===== config.mk =====
export PLATFORM = sky130hd
export DESIGN_NAME = slot_arbiter
export DESIGN_NICKNAME = d
export VERILOG_FILES = /design/src/rtl/slot_arbiter.sv
export SDC_FILE = /design/constraint.sdc
export NUM_CORES = 1
export LEC_CHECK = 0
export ABC_AREA = 1
export BUFFER_PORTS_ARGS = -buffer_cell sky130_fd_sc_hd__buf_2
export CAP_MARGIN = 20
export CORE_UTILIZATION = 40
export CTS_BUF_LIST = sky130_fd_sc_hd__clkbuf_4 sky130_fd_sc_hd__clkbuf_8
export DETAILED_ROUTE_END_ITERATION = 10
export PLACE_DENSITY_LB_ADDON = 0.12
export SLEW_MARGIN = 20
export SYNTH_ARGS = -nofsm -noshare
export SYNTH_HDL_FRONTEND = slang
export SYNTH_SLANG_ARGS = --single-unit

===== constraint.sdc =====
create_clock -name clk -period 1 [get_ports clk]
set_input_delay 0.05 -clock clk [delete_from_list [all_inputs] [get_ports clk]]
set_output_delay 0.05 -clock clk [all_outputs]
set_load 0.01 [all_outputs]

===== src/rtl/slot_arbiter.sv =====
module slot_arbiter #(
  parameter int AW     = 16,
  parameter int DW     = 16,
  parameter int SLOT_W = 8
) (
  input  logic              clk,
  input  logic              rst_n,
  input  logic              cpu_req,
  input  logic [AW-1:0]     cpu_addr,
  input  logic              cpu_we,
  input  logic [DW-1:0]     cpu_wdata,
  output logic [DW-1:0]     cpu_rdata,
  output logic              cpu_ack,
  input  logic              dma_rsv,
  input  logic [AW-1:0]     dma_addr,
  input  logic              dma_we,
  output logic [SLOT_W-1:0] slot_num,
  output logic              mem_ras,
  output logic              mem_cpu,
  output logic [AW-1:0]     mem_addr,
  output logic              mem_we,
  output logic [DW-1:0]     mem_wdata,
  input  logic [DW-1:0]     mem_rdata
);

  logic              phase;
  logic [SLOT_W-1:0] slot_q;
  logic              own_cpu;
  logic              own_dma;
  logic [AW-1:0]     addr_q;
  logic              we_q;
  logic [DW-1:0]     wdata_q;

  wire boundary = phase;
  wire take_cpu = cpu_req && !dma_rsv && !own_cpu;

  always_ff @(posedge clk) begin
    if (!rst_n) begin
      phase   <= 1'b0;
      slot_q  <= '0;
      own_cpu <= 1'b0;
      own_dma <= 1'b0;
      addr_q  <= '0;
      we_q    <= 1'b0;
      wdata_q <= '0;
    end else begin
      phase <= ~phase;
      if (boundary) begin
        slot_q  <= slot_q + 1'b1;
        own_dma <= dma_rsv;
        own_cpu <= take_cpu;
        addr_q  <= dma_rsv ? dma_addr : (take_cpu ? cpu_addr : '0);
        we_q    <= dma_rsv ? dma_we : (take_cpu && cpu_we);
      end
      if (!phase && own_cpu && we_q)
        wdata_q <= cpu_wdata;
    end
  end

  assign slot_num  = slot_q;
  assign mem_ras   = own_cpu | own_dma;
  assign mem_cpu   = own_cpu;
  assign mem_addr  = addr_q;
  assign mem_we    = we_q;
  assign mem_wdata = wdata_q;
  assign cpu_ack   = own_cpu && phase;
  assign cpu_rdata = cpu_ack ? mem_rdata : '0;

  AST_HOLD_IN_SLOT: assert property (@(posedge clk) disable iff (!rst_n)
    phase |-> ($stable(mem_addr) && $stable(mem_ras) && $stable(mem_cpu) && $stable(mem_we)));

  AST_DMA_WINS: assert property (@(posedge clk) disable iff (!rst_n)
    (phase && dma_rsv) |=> (mem_ras && !mem_cpu));

  AST_CPU_FREE_SLOT: assert property (@(posedge clk) disable iff (!rst_n)
    cpu_ack |-> (!$past(dma_rsv, 2) && $past(cpu_req, 2)));

  AST_NO_BACK_TO_BACK: assert property (@(posedge clk) disable iff (!rst_n)
    cpu_ack |=> !cpu_ack ##1 !cpu_ack ##1 !cpu_ack);

  AST_ACK_SECOND_CLOCK: assert property (@(posedge clk) disable iff (!rst_n)
    cpu_ack |-> (mem_cpu && $past(mem_cpu) && !$past(cpu_ack)));

endmodule


After elaboration in Yosys (flattened, before gate mapping)
Index checks and enable logic that the tools add are counted.
{"block": "totals", "ff_bits": 44, "in_bits": 70, "out_inout_bits": 60}
{"block": "op_classes", "reduce_logical": 9, "n_bitwise": 2, "n_addsub": 1, "n_mux": 4}
{"op": "16-bit 2-to-1 mux", "n": 3}
{"op": "8-bit by 1-bit adder with 8-bit output (second input constant)", "n": 1}
{"op": "1-bit logical AND", "n": 6}
{"op": "1-bit logical NOT", "n": 3}
{"op": "1-bit 2-to-1 mux", "n": 1}
{"op": "1-bit NOT", "n": 1}
{"op": "1-bit bitwise OR", "n": 1}

Depth between registers and ports, before layout
Gate-level depths: netlist of run 1.
{"block": "logic_depth", "ltp_word": 5, "depth_mapped": 7}

Worst setup path before layout of run 1
OpenSTA, ideal clock, no wires.
{"block": "synth_timing", "path_kind": "register to register", "startpoint": "register slot_q[0], in the netlist slot_num[0]", "endpoint": "register slot_q[6], in the netlist slot_num[6]", "n_path_buf": 0, "slack_ns": -0.152, "path_stages_with_launch": 7, "synth_period_minus_slack_ns": 1.152, "t_arrival_ns": 1.037, "t_required_ns": 0.885, "cell_sequence": "dfxtp_1 ha_1 nand3_1 nor2_1 nand3_1 nand2_1 nor2_1"}
{"block": "synth_via", "elab_chain_len": 1}
{"element": "start, declared", "line": "27", "rtl": "logic [SLOT_W-1:0] slot_q;"}
{"element": "start signal, assigned", "line": "49", "rtl": "slot_q <= slot_q + 1'b1;"}
{"element": "8-bit by 1-bit adder with 8-bit output", "line": "49"}
No other way between the ends.
A chain may end at the register's enable or synchronous reset.

Worst setup path after layout of run 1
{"block": "layout_timing", "startpoint": "register phase, in the netlist boundary", "endpoint": "output port cpu_rdata[15]"}
{"block": "layout_via", "elab_chain_len": 2}
{"element": "start, declared", "line": "26", "rtl": "logic phase;"}
{"element": "start signal, assigned", "line": "47", "rtl": "phase <= ~phase;"}
{"element": "1-bit logical AND", "line": "66", "rtl": "assign cpu_ack = own_cpu && phase;"}
{"element": "16-bit 2-to-1 mux", "line": "67", "rtl": "assign cpu_rdata = cpu_ack ? mem_rdata : '0;"}
{"element": "end, declared", "line": "12", "rtl": "output logic [DW-1:0] cpu_rdata,"}
No other way between the ends.

==> results.cfg, run 1 <==
[clocking]
htreeDepth = 2
clk_path_buf_depth = 2
clkLatencyLatePin_ns = 0.29
cts_root_buffer = clkbuf_8
tritoncts = built
cts_sinks = 44
clk_pin_slew_worst_paths_ns = 0.08
numCtsBuffers = 5

[critical_path]
worstRegToRegCells = 6
cp_slowest_cell = dfxtp_4
path_cells = buf_12 > nand2_8 > nor2_1 > buf_2
required_ns = 0.95
worstSetupPathType = flop to primary output
slowest_delay_ns = 0.38
critPathCaptureType = primary output
path_buf_inv = 2
r2r_slack_ns = -0.12
regToRegEndpoint = mem_wdata[13]$_SDFFE_PN0P_
cp_top_family = flip-flops
crit_path_start_kind = flop
cp_max_fo = 5
r2r-start = boundary$_SDFF_PN0_
cp_data_arrival_time_ns = 1.14

[yosys]
syn_inst = 296
async_reset_ff_share_pct = 0
yosys_warnings = 0
synth_edf_count = 0
synth_cell_types = 23
synth_nets = 367
postSynthRegisterBits = 44
synth_area_sq_um = 2060
synth.avg_cell_area_sq_um = 6.97
synth-main-ff-cell = dfxtp_1
ys_seq_area_share_pct = 42.7

[floorplan]
dieHeight_microns = 73.8
die_x_microns = 73.8
dieArea_sq_um = 5450
io_pins = 130
rows = 25
initial_core_util_pct = 42.5
core_sq_um = 4850

[sta]
slew_headroom_pct = 85.5
setup_ws_ns = -0.190
max_freq_ghz = 0.840
worstMarginPinSlew_ns = 0.218
finalHoldViolCount = 1
slew_viol_final = 0
hold_ws_ns = -0.00470
setup_viol = 60
min_period_ns = 1.19
skew_ns = 0.00638
timing.setup.tns_ns = -6.23
fin_crit_sh_pct = 119
rsz0062_at_grt = true

[routing]
wire_per_inst_microns = 11.2
num_vias = 2456
route.detailed.drc = 0
drt-total-wl_microns = 6010
drtIter0Drc = 70
vias_per_cell = 4.59
ant_nets = 0
firstDrtPassIters = 4

[global_route]
antenna_found_initial = 0
grt.total_usage_pct = 21.3
grt_pass1_wl_microns = 8980
grt_max_degree = 19
grt.overflow.total = 0
grt_pass1_vias = 2117

[power]
comb_power_share_pct = 20.3
ir_worst_vdd_mv = 0.630
finalPower_mw = 3.65
p_int_mw = 2.68
p_clk_share_pct = 29.4
swShare_pct = 26.7
switching_power_mw = 0.976
seqPwrFrac_pct = 50.3
p_per_area_nw_per_um2 = 1040
leakagePower_nw = 1.79

[finish]
diodes = 0
fin_util_pct = 72.7
fin_cells = 535
multi_input_area_sq_um = 1120
area.growth.synth_to_final_pct = 71.0
seq_area_sq_um = 890
layout.nets = 539
drive_gt1_share_pct = 48.5
n_fill_cell = 385

[status]
status = finished, violations left
violations = hold timing, setup timing

[min_path]
worstHoldPathCells = 3
hold_path_class = primary input to flop
hold_start = cpu_addr[1]
hold_end = mem_addr[1]$_SDFFE_PN0P_

[place]
dp_cells = 500
routabilityCongestion = 0.790
dp_hpwl_microns = 3980
port_buffers = 129

[job]
drv_cap = 0
-- cells in the final DEF (no fill, tap or decap), drive strengths merged, types with 6 or more instances in the layout --
cell / n
o21ai: 35
nand3: 23
dlygate4sd3: 15
buf: 164
inv: 44
dfxtp: 44
nor2: 25
nand2: 82
a21oi: 22
clkbuf: 6
-- flip-flops by register name (all words and copies together) (netlist names) --
name,flops
slot_num,8
mem_we,1
mem_wdata,16
mem_cpu,1
mem_addr,16
own_dma,1
boundary,1
-- cells in the mapped netlist (all sizes together) (2+ instances only) --
| master | number | area (sq um) |
|---|---|---|
| clkbuf | 3 | 21.3 |
| dfxtp | 44 | 881 |
| nand3 | 23 | 128 |
| a21oi | 22 | 110 |
| nand2 | 80 | 310 |
| nor2 | 25 | 109 |
| nand4 | 2 | 12.5 |
| inv | 44 | 170 |
| buf | 13 | 108 |
| o21ai | 35 | 175 |
-- tightest hold or removal path, delay by kind of cell --
kind,cells,cell delay [ns]
AO/OA/AOI/OAI,1,0.05
AND/OR/NAND/NOR,1,0.05
buffers and inverters,1,0.09
-- area by class of cell --
cell class	count	share of cell area (%)
Timing Repair Buffer	179	33.3
Clock buffer	6	2.16
Inverter	45	5.07
Tap cell	67	2.38
Multi-Input combinational cell	193	31.7
Sequential cell	44	25.2
Clock inverter	1	0.142
-- power by group through the flow --
stage / combinational, mW / clock [mW] / sequential (mW)
2_1_floorplan: 0.251 / 0 / 1.90
5_1_grt: 0.820 / 1.18 / 1.85
3_5_place_dp: 0.557 / 0 / 1.88
3_3_place_gp: 0.554 / 0 / 1.88
6_report: 0.743 / 1.07 / 1.84
4_1_cts: 0.677 / 1.12 / 1.84
-- per-layer routing --
layer  global-route usage (%)  part of all wire [%]  up-vias
met5                        0                     0        -
met3                     6.58                   6.0        5
li1                         -                     -     1271
met4                     6.84                   1.0        0
met2                     38.1                    51       93
met1                     23.8                    42     1087
-- worst max path at each step --
| stage | start | end | slack, ns | cells past startpoint |
|---|---|---|---|---|
| floorplan | slot_num[0]$_SDFFE_PN0P_ | slot_num[6]$_SDFFE_PN0P_ | -0.06 | 6 |
| global placement | boundary$_SDFF_PN0_ | cpu_rdata[3] | -0.18 | 4 |
| detailed placement | boundary$_SDFF_PN0_ | cpu_rdata[5] | -0.22 | 4 |
| CTS | mem_cpu$_SDFFE_PN0P_ | cpu_rdata[2] | -0.14 | 4 |
| global route | boundary$_SDFF_PN0_ | cpu_rdata[15] | -0.22 | 4 |
| finish | boundary$_SDFF_PN0_ | cpu_rdata[15] | -0.19 | 4 |
-- logic make-up after synthesis --
family                   after synthesis  share of synthesized area (%)
AND/OR/NAND/NOR                      131                           27.4
adder cells (fa/ha/maj)                1                          0.607
flip-flops                            44                           42.7
buffers and inverters                 61                           14.7
AO/OA/AOI/OAI                         59                           14.6
-- repair_timing --
item	in CTS	in global routing
setup endpoints to repair	61	60
endpoints found under the hold margin	14	1
setup buffers	6	5
hold buffers	14	1
gates resized for setup	40	46
pin swaps	4	7
gates cloned	2	1
-- stage by stage --
stage | setup slack, ns | cell area [sq um]
2_1_floorplan | -0.0566 | 2070
3_3_place_gp | -0.182 | 2890
3_5_place_dp | -0.221 | 2890
4_1_cts | -0.141 | 3320
5_1_grt | -0.222 | 3530
6_report | -0.190 | 3530
Power figures use the tool's default switching activity.
==> run 2, diff against run 1 <==
Settings changed: CORE_UTILIZATION 40 to 38, CTS_BUF_LIST sky130_fd_sc_hd__clkbuf_4 sky130_fd_sc_hd__clkbuf_8 to not set, RECOVER_POWER set to 50.
==> run 2 against run 1 <==
Against the previous run:
- clock-buffer cell count unchanged
- final cell count down 0.93%
- the run ends with setup timing left
- routed wire length increased by 1.6%
- largest power group unchanged
- critical path depth is the same
- via count down 0.98%
- core utilization shrank 5.5 points
- combinational power is 2% lower
- critical endpoint is now cpu_rdata[3]
- non-clock buffer count decreased by 9
- first-iteration DRC count down 29%
- sequential share of layout area is 0.40 points higher
- register-to-register slack got worse by 0.04 ns
==> results.cfg, run 2 (synthesis results as in run 1) <==
[status]
status = finished, violations left
violations = setup timing

[routing]
vias_per_cell = 4.59
drtIter0Drc = 50
wire_per_inst_microns = 11.5
drt-total-wl_microns = 6110
route.detailed.drc = 0
firstDrtPassIters = 6
ant_nets = 0
num_vias = 2432

[place]
port_buffers = 129
dp_hpwl_microns = 3910
place_area_sq_um = 2830
routabilityCongestion = 0.775

[sta]
slew_viol_final = 0
slew_headroom_pct = 76.2
setup_viol = 58
skew_ns = 0.00434
min_period_ns = 1.16
rsz0062_at_grt = true
timing.setup.tns_ns = -5.82
setup_ws_ns = -0.161
fin_crit_sh_pct = 116
worstMarginPinSlew_ns = 0.357
finalHoldViolCount = 0
max_freq_ghz = 0.861

[floorplan]
core_sq_um = 5170
rows = 26
die_x_microns = 75.7
dieArea_sq_um = 5730
dieHeight_microns = 75.7
io_pins = 130
initial_core_util_pct = 39.9

[finish]
diodes = 0
drive_gt1_share_pct = 42.4
final_common_cell = buf_2
final_cell_mix = buf_2 (106), nand2_1 (65), inv_1 (43)
layout.nets = 530
stdcell_area_sq_um = 3480
area.growth.synth_to_final_pct = 68.6

[min_path]
hold_path_class = primary input to flop
hold_start = cpu_wdata[10]
worstHoldPathCells = 3
hold_end = mem_wdata[10]$_SDFFE_PN0P_

[global_route]
grt_max_degree = 33
grt_pass1_vias = 1869
grt.overflow.total = 0
grt.total_usage_pct = 19.2
antenna_found_initial = 0
grt_pass1_wl_microns = 8310

[clocking]
numCtsBuffers = 5
htreeDepth = 2
cts_sinks = 44
clk_pin_slew_worst_paths_ns = 0.08
cts_root_buffer = clkbuf_8
clkLatencyLatePin_ns = 0.29
clk_path_buf_depth = 2
tritoncts = built

[power]
p_per_area_nw_per_um2 = 1070
leakagePower_nw = 1.73
ir_worst_vdd_mv = 0.674

[critical_path]
cp_max_fo = 5
regToRegEndpoint = slot_num[7]$_SDFFE_PN0P_
r2r-start = boundary$_SDFF_PN0_
cp_data_arrival_time_ns = 1.11
crit_path_start_kind = flop
required_ns = 0.95
r2r_slack_ns = -0.16
worstSetupPathType = flop to primary output
critPathCaptureType = primary output
crit_start = boundary$_SDFF_PN0_
worstRegToRegCells = 8

[job]
drv_cap = 0
-- run 2: cell types whose count changed in the layout (fill, tap and decap cells not counted), sizes merged --
| cell | delta |
|---|---|
| clkbuf | +24 |
| clkinv | +1 |
| dlygate4sd3 | +1 |
| buf | -34 |
-- run 2: worst max-delay path by stage --
stage,to,slack [ns],cells past startpoint
floorplan,slot_num[6]$_SDFFE_PN0P_,-0.06,6
global placement,mem_wdata[0]$_SDFFE_PN0P_,-0.08,6
detailed placement,mem_wdata[0]$_SDFFE_PN0P_,-0.11,6
CTS,cpu_rdata[0],-0.15,4
global route,slot_num[7]$_SDFFE_PN0P_,-0.23,8
finish,cpu_rdata[3],-0.16,4
-- run 2: per-stage QoR --
step / hold WS (ns) / power (mW) / std cells / utilization [%] / setup WS (ns)
CTS: 0.00513 / 3.68 / 523 / 61.6 / -0.150
global placement: 0.294 / 2.42 / 497 / 54.8 / -0.0771
floorplan: 0.187 / 2.15 / 296 / - / -0.0566
detailed placement: 0.298 / 2.43 / 497 / 54.8 / -0.111
finish: 0.0155 / 3.72 / 530 / 67.2 / -0.161
global route: 0.00815 / 3.93 / 530 / 67.2 / -0.234
-- run 2: report_power, final --
group | switching, mW | internal (mW) | leakage, nW | total, mW
Sequential | 0.0392 | 1.81 | 0.360 | 1.84
Clock | 0.602 | 0.552 | 0.0510 | 1.15
Combinational | 0.368 | 0.356 | 1.32 | 0.725
Total | 1.01 | 2.71 | 1.73 | 3.72
-- run 2: cell type report --
type / count / area (sq um)
repair buffers: 170 / 1110
multi-input cells: 193 / 1110
clock inverters: 2 / 10.0
flip-flops and latches: 44 / 891
clock buffers: 6 / 82.6
well taps: 70 / 87.6
inverters: 45 / 186
fillers: 464 / 1700
-- run 2: critical path, cell delays in order (launching register included) --
cell	delay, ns
dfxtp_2	0.37
buf_12	0.15
nand2_8	0.08
nor2_1	0.09
buf_2	0.14
-- run 2: timing repair --
action	in CTS	in global routing
resized for setup	23	62
pin swaps	1	9
hold buffers	15	1
endpoints found under the hold margin	15	1
gates cloned	2	4
setup endpoints to repair	55	60
buffers inserted	1	3
-- run 2: routing by layer --
layer / GRT usage, % / wire (microns) / up-vias
li1: - / - / 1260
met1: 23.5 / 2660 / 1086
met2: 32.9 / 3000 / 82
met3: 5.95 / 401 / 4
met4: 4.94 / 42 / 0
met5: 0 / 0 / -
==> run 3, diff against run 2 <==
Settings changed: BUFFER_PORTS_ARGS -buffer_cell sky130_fd_sc_hd__buf_2 to not set, CORE_UTILIZATION 38 to 56, DONT_BUFFER_PORTS set to 1.
==> run 3 against run 2 <==
Against the previous run:
- clock-buffer cell count did not move
- sequential share of layout area rose by 5.9 points
- final area fell by 19%
- first-iteration DRC count rose to 2.7 times the previous value
- the flow finishes with violations (hold timing, setup timing)
- power fell by 1.7%
- global-route usage rose by 8.5 points
- critical path type is now flop to flop
- core utilization rose by 15 points
- routed wire length fell by 3.1%
- clock power rose by 16%
==> results.cfg, run 3 (synthesis results as in run 1) <==
[floorplan]
io_pins = 130
die_x_microns = 62.7
core_sq_um = 3440
rows = 21
initial_core_util_pct = 59.9
dieHeight_microns = 62.7
dieArea_sq_um = 3930

[job]
drv_cap = 0

[sta]
fin_crit_sh_pct = 113
slew_viol_final = 0
finalHoldViolCount = 42
max_freq_ghz = 0.886
skew_ns = 0.00872
slew_headroom_pct = 79.1
rsz0062_at_grt = true
hold_ws_ns = -0.134
setup_viol = 57
worstMarginPinSlew_ns = 0.313
min_period_ns = 1.13
setup_ws_ns = -0.129

[clocking]
tritoncts = built
clk_pin_slew_worst_paths_ns = 0.09
cts_sinks = 44
htreeDepth = 2
clkLatencyLatePin_ns = 0.30
cts_root_buffer = clkbuf_8
clk_path_buf_depth = 2
numCtsBuffers = 5

[power]
seqPwrFrac_pct = 51.2
switching_power_mw = 0.913
p_clk_share_pct = 36.3
swShare_pct = 24.9
leakagePower_nw = 1.16
p_per_area_nw_per_um2 = 1290
ir_worst_vdd_mv = 1.17
comb_power_share_pct = 12.5
p_int_mw = 2.75

[routing]
drt-total-wl_microns = 5920
drtIter0Drc = 134
ant_nets = 0
wire_per_inst_microns = 15.9
route.detailed.drc = 0
vias_per_cell = 5.55
num_vias = 2065
firstDrtPassIters = 7

[place]
port_buffers = 0
dp_cells = 346
dp_hpwl_microns = 3210
routabilityCongestion = 0.825

[critical_path]
required_ns = 1.18
crit_path_start_kind = flop
critPathCaptureType = flop
cp_max_fo = 21
worstSetupPathType = flop to flop
cp_data_arrival_time_ns = 1.31

[global_route]
antenna_found_initial = 0
grt_max_degree = 43
grt.overflow.total = 0
grt_pass1_vias = 1903
grt_pass1_wl_microns = 8540
grt.total_usage_pct = 27.7

[finish]
final_common_cell = nand2_1
final_cell_mix = nand2_1 (74), inv_1 (42), dfxtp_1 (39)
seq_area_sq_um = 892
fin_cells = 372
multi_input_area_sq_um = 1230
diodes = 0
layout.nets = 396
area.growth.synth_to_final_pct = 37.4
n_fill_cell = 224
drive_gt1_share_pct = 29.4

[min_path]
hold_path_class = primary input to flop

[status]
status = finished, violations left
violations = hold timing, setup timing
## run 3: worst max-delay path, stage by stage, from the launching register on
cell and delay, ns:
dfxtp_4 0.36, buf_6 0.14, inv_8 0.06, nand3_4 0.09, buf_12 0.18, o21ai_2 0.12, a21oi_1 0.05
## run 3: power by group through the flow
stage | Combinational (mW) | Clock, mW | Sequential, mW
6_report | 0.458 | 1.33 | 1.87
5_1_grt | 0.499 | 1.41 | 1.88
4_1_cts | 0.389 | 1.34 | 1.87
3_5_place_dp | 0.294 | 0 | 1.90
3_3_place_gp | 0.287 | 0 | 1.90
2_1_floorplan | 0.251 | 0 | 1.90
## run 3: path summary, 6_finish.rpt
kind / start / to / slack (ns) / cells past startpoint
worst min-delay path: rst_n / mem_wdata[3]$_SDFFE_PN0P_ / -0.13 / 2
worst min register to register: mem_wdata[6]$_SDFFE_PN0P_ / mem_wdata[6]$_SDFFE_PN0P_ / 0.49 / 2
worst max register to register: boundary$_SDFF_PN0_ / mem_wdata[14]$_SDFFE_PN0P_ / -0.13 / 6
worst max-delay path: boundary$_SDFF_PN0_ / mem_wdata[14]$_SDFFE_PN0P_ / -0.13 / 6
## run 3: layout make-up
class	instances	share of cell area, %
multi-input cells	194	43.5
flip-flops and latches	44	31.5
repair buffers	35	12.7
inverters	45	6.49
clock buffers	6	2.56
well taps	46	2.03
clock inverters	2	1.24
## run 3: layer usage
| metal | track usage (%) | part of all wire [%] | vias up |
|---|---|---|---|
| li1 | - | - | 988 |
| met1 | 29.4 | 38 | 956 |
| met4 | 11.9 | 3.2 | 0 |
| met2 | 48.8 | 52 | 103 |
| met5 | 0 | 0 | - |
| met3 | 10.4 | 6.9 | 18 |
## run 3: what timing repair did
item                       in CTS  in global routing
gates cloned                    2                  1
gates resized for setup        72                 33
setup endpoints to repair      54                 60
hold buffers                    4                  7
hold endpoints to repair       43                 42
setup buffers                   2                  2
pin swaps                       4                 12
## run 3: per-stage QoR
step / power, mW / cell area [sq um] / TNS [ns] / util, % / worst slack [ns]
after floorplan: 2.15 / 2070 / -0.0566 / - / -0.0566
after global placement: 2.19 / 2160 / -0.717 / 62.7 / -0.0451
after detailed placement: 2.20 / 2160 / -1.59 / 62.7 / -0.0894
after CTS: 3.60 / 2630 / -4.15 / 76.4 / -0.113
after global routing: 3.78 / 2830 / -8.10 / 82.3 / -0.212
final: 3.66 / 2830 / -5.24 / 82.3 / -0.129
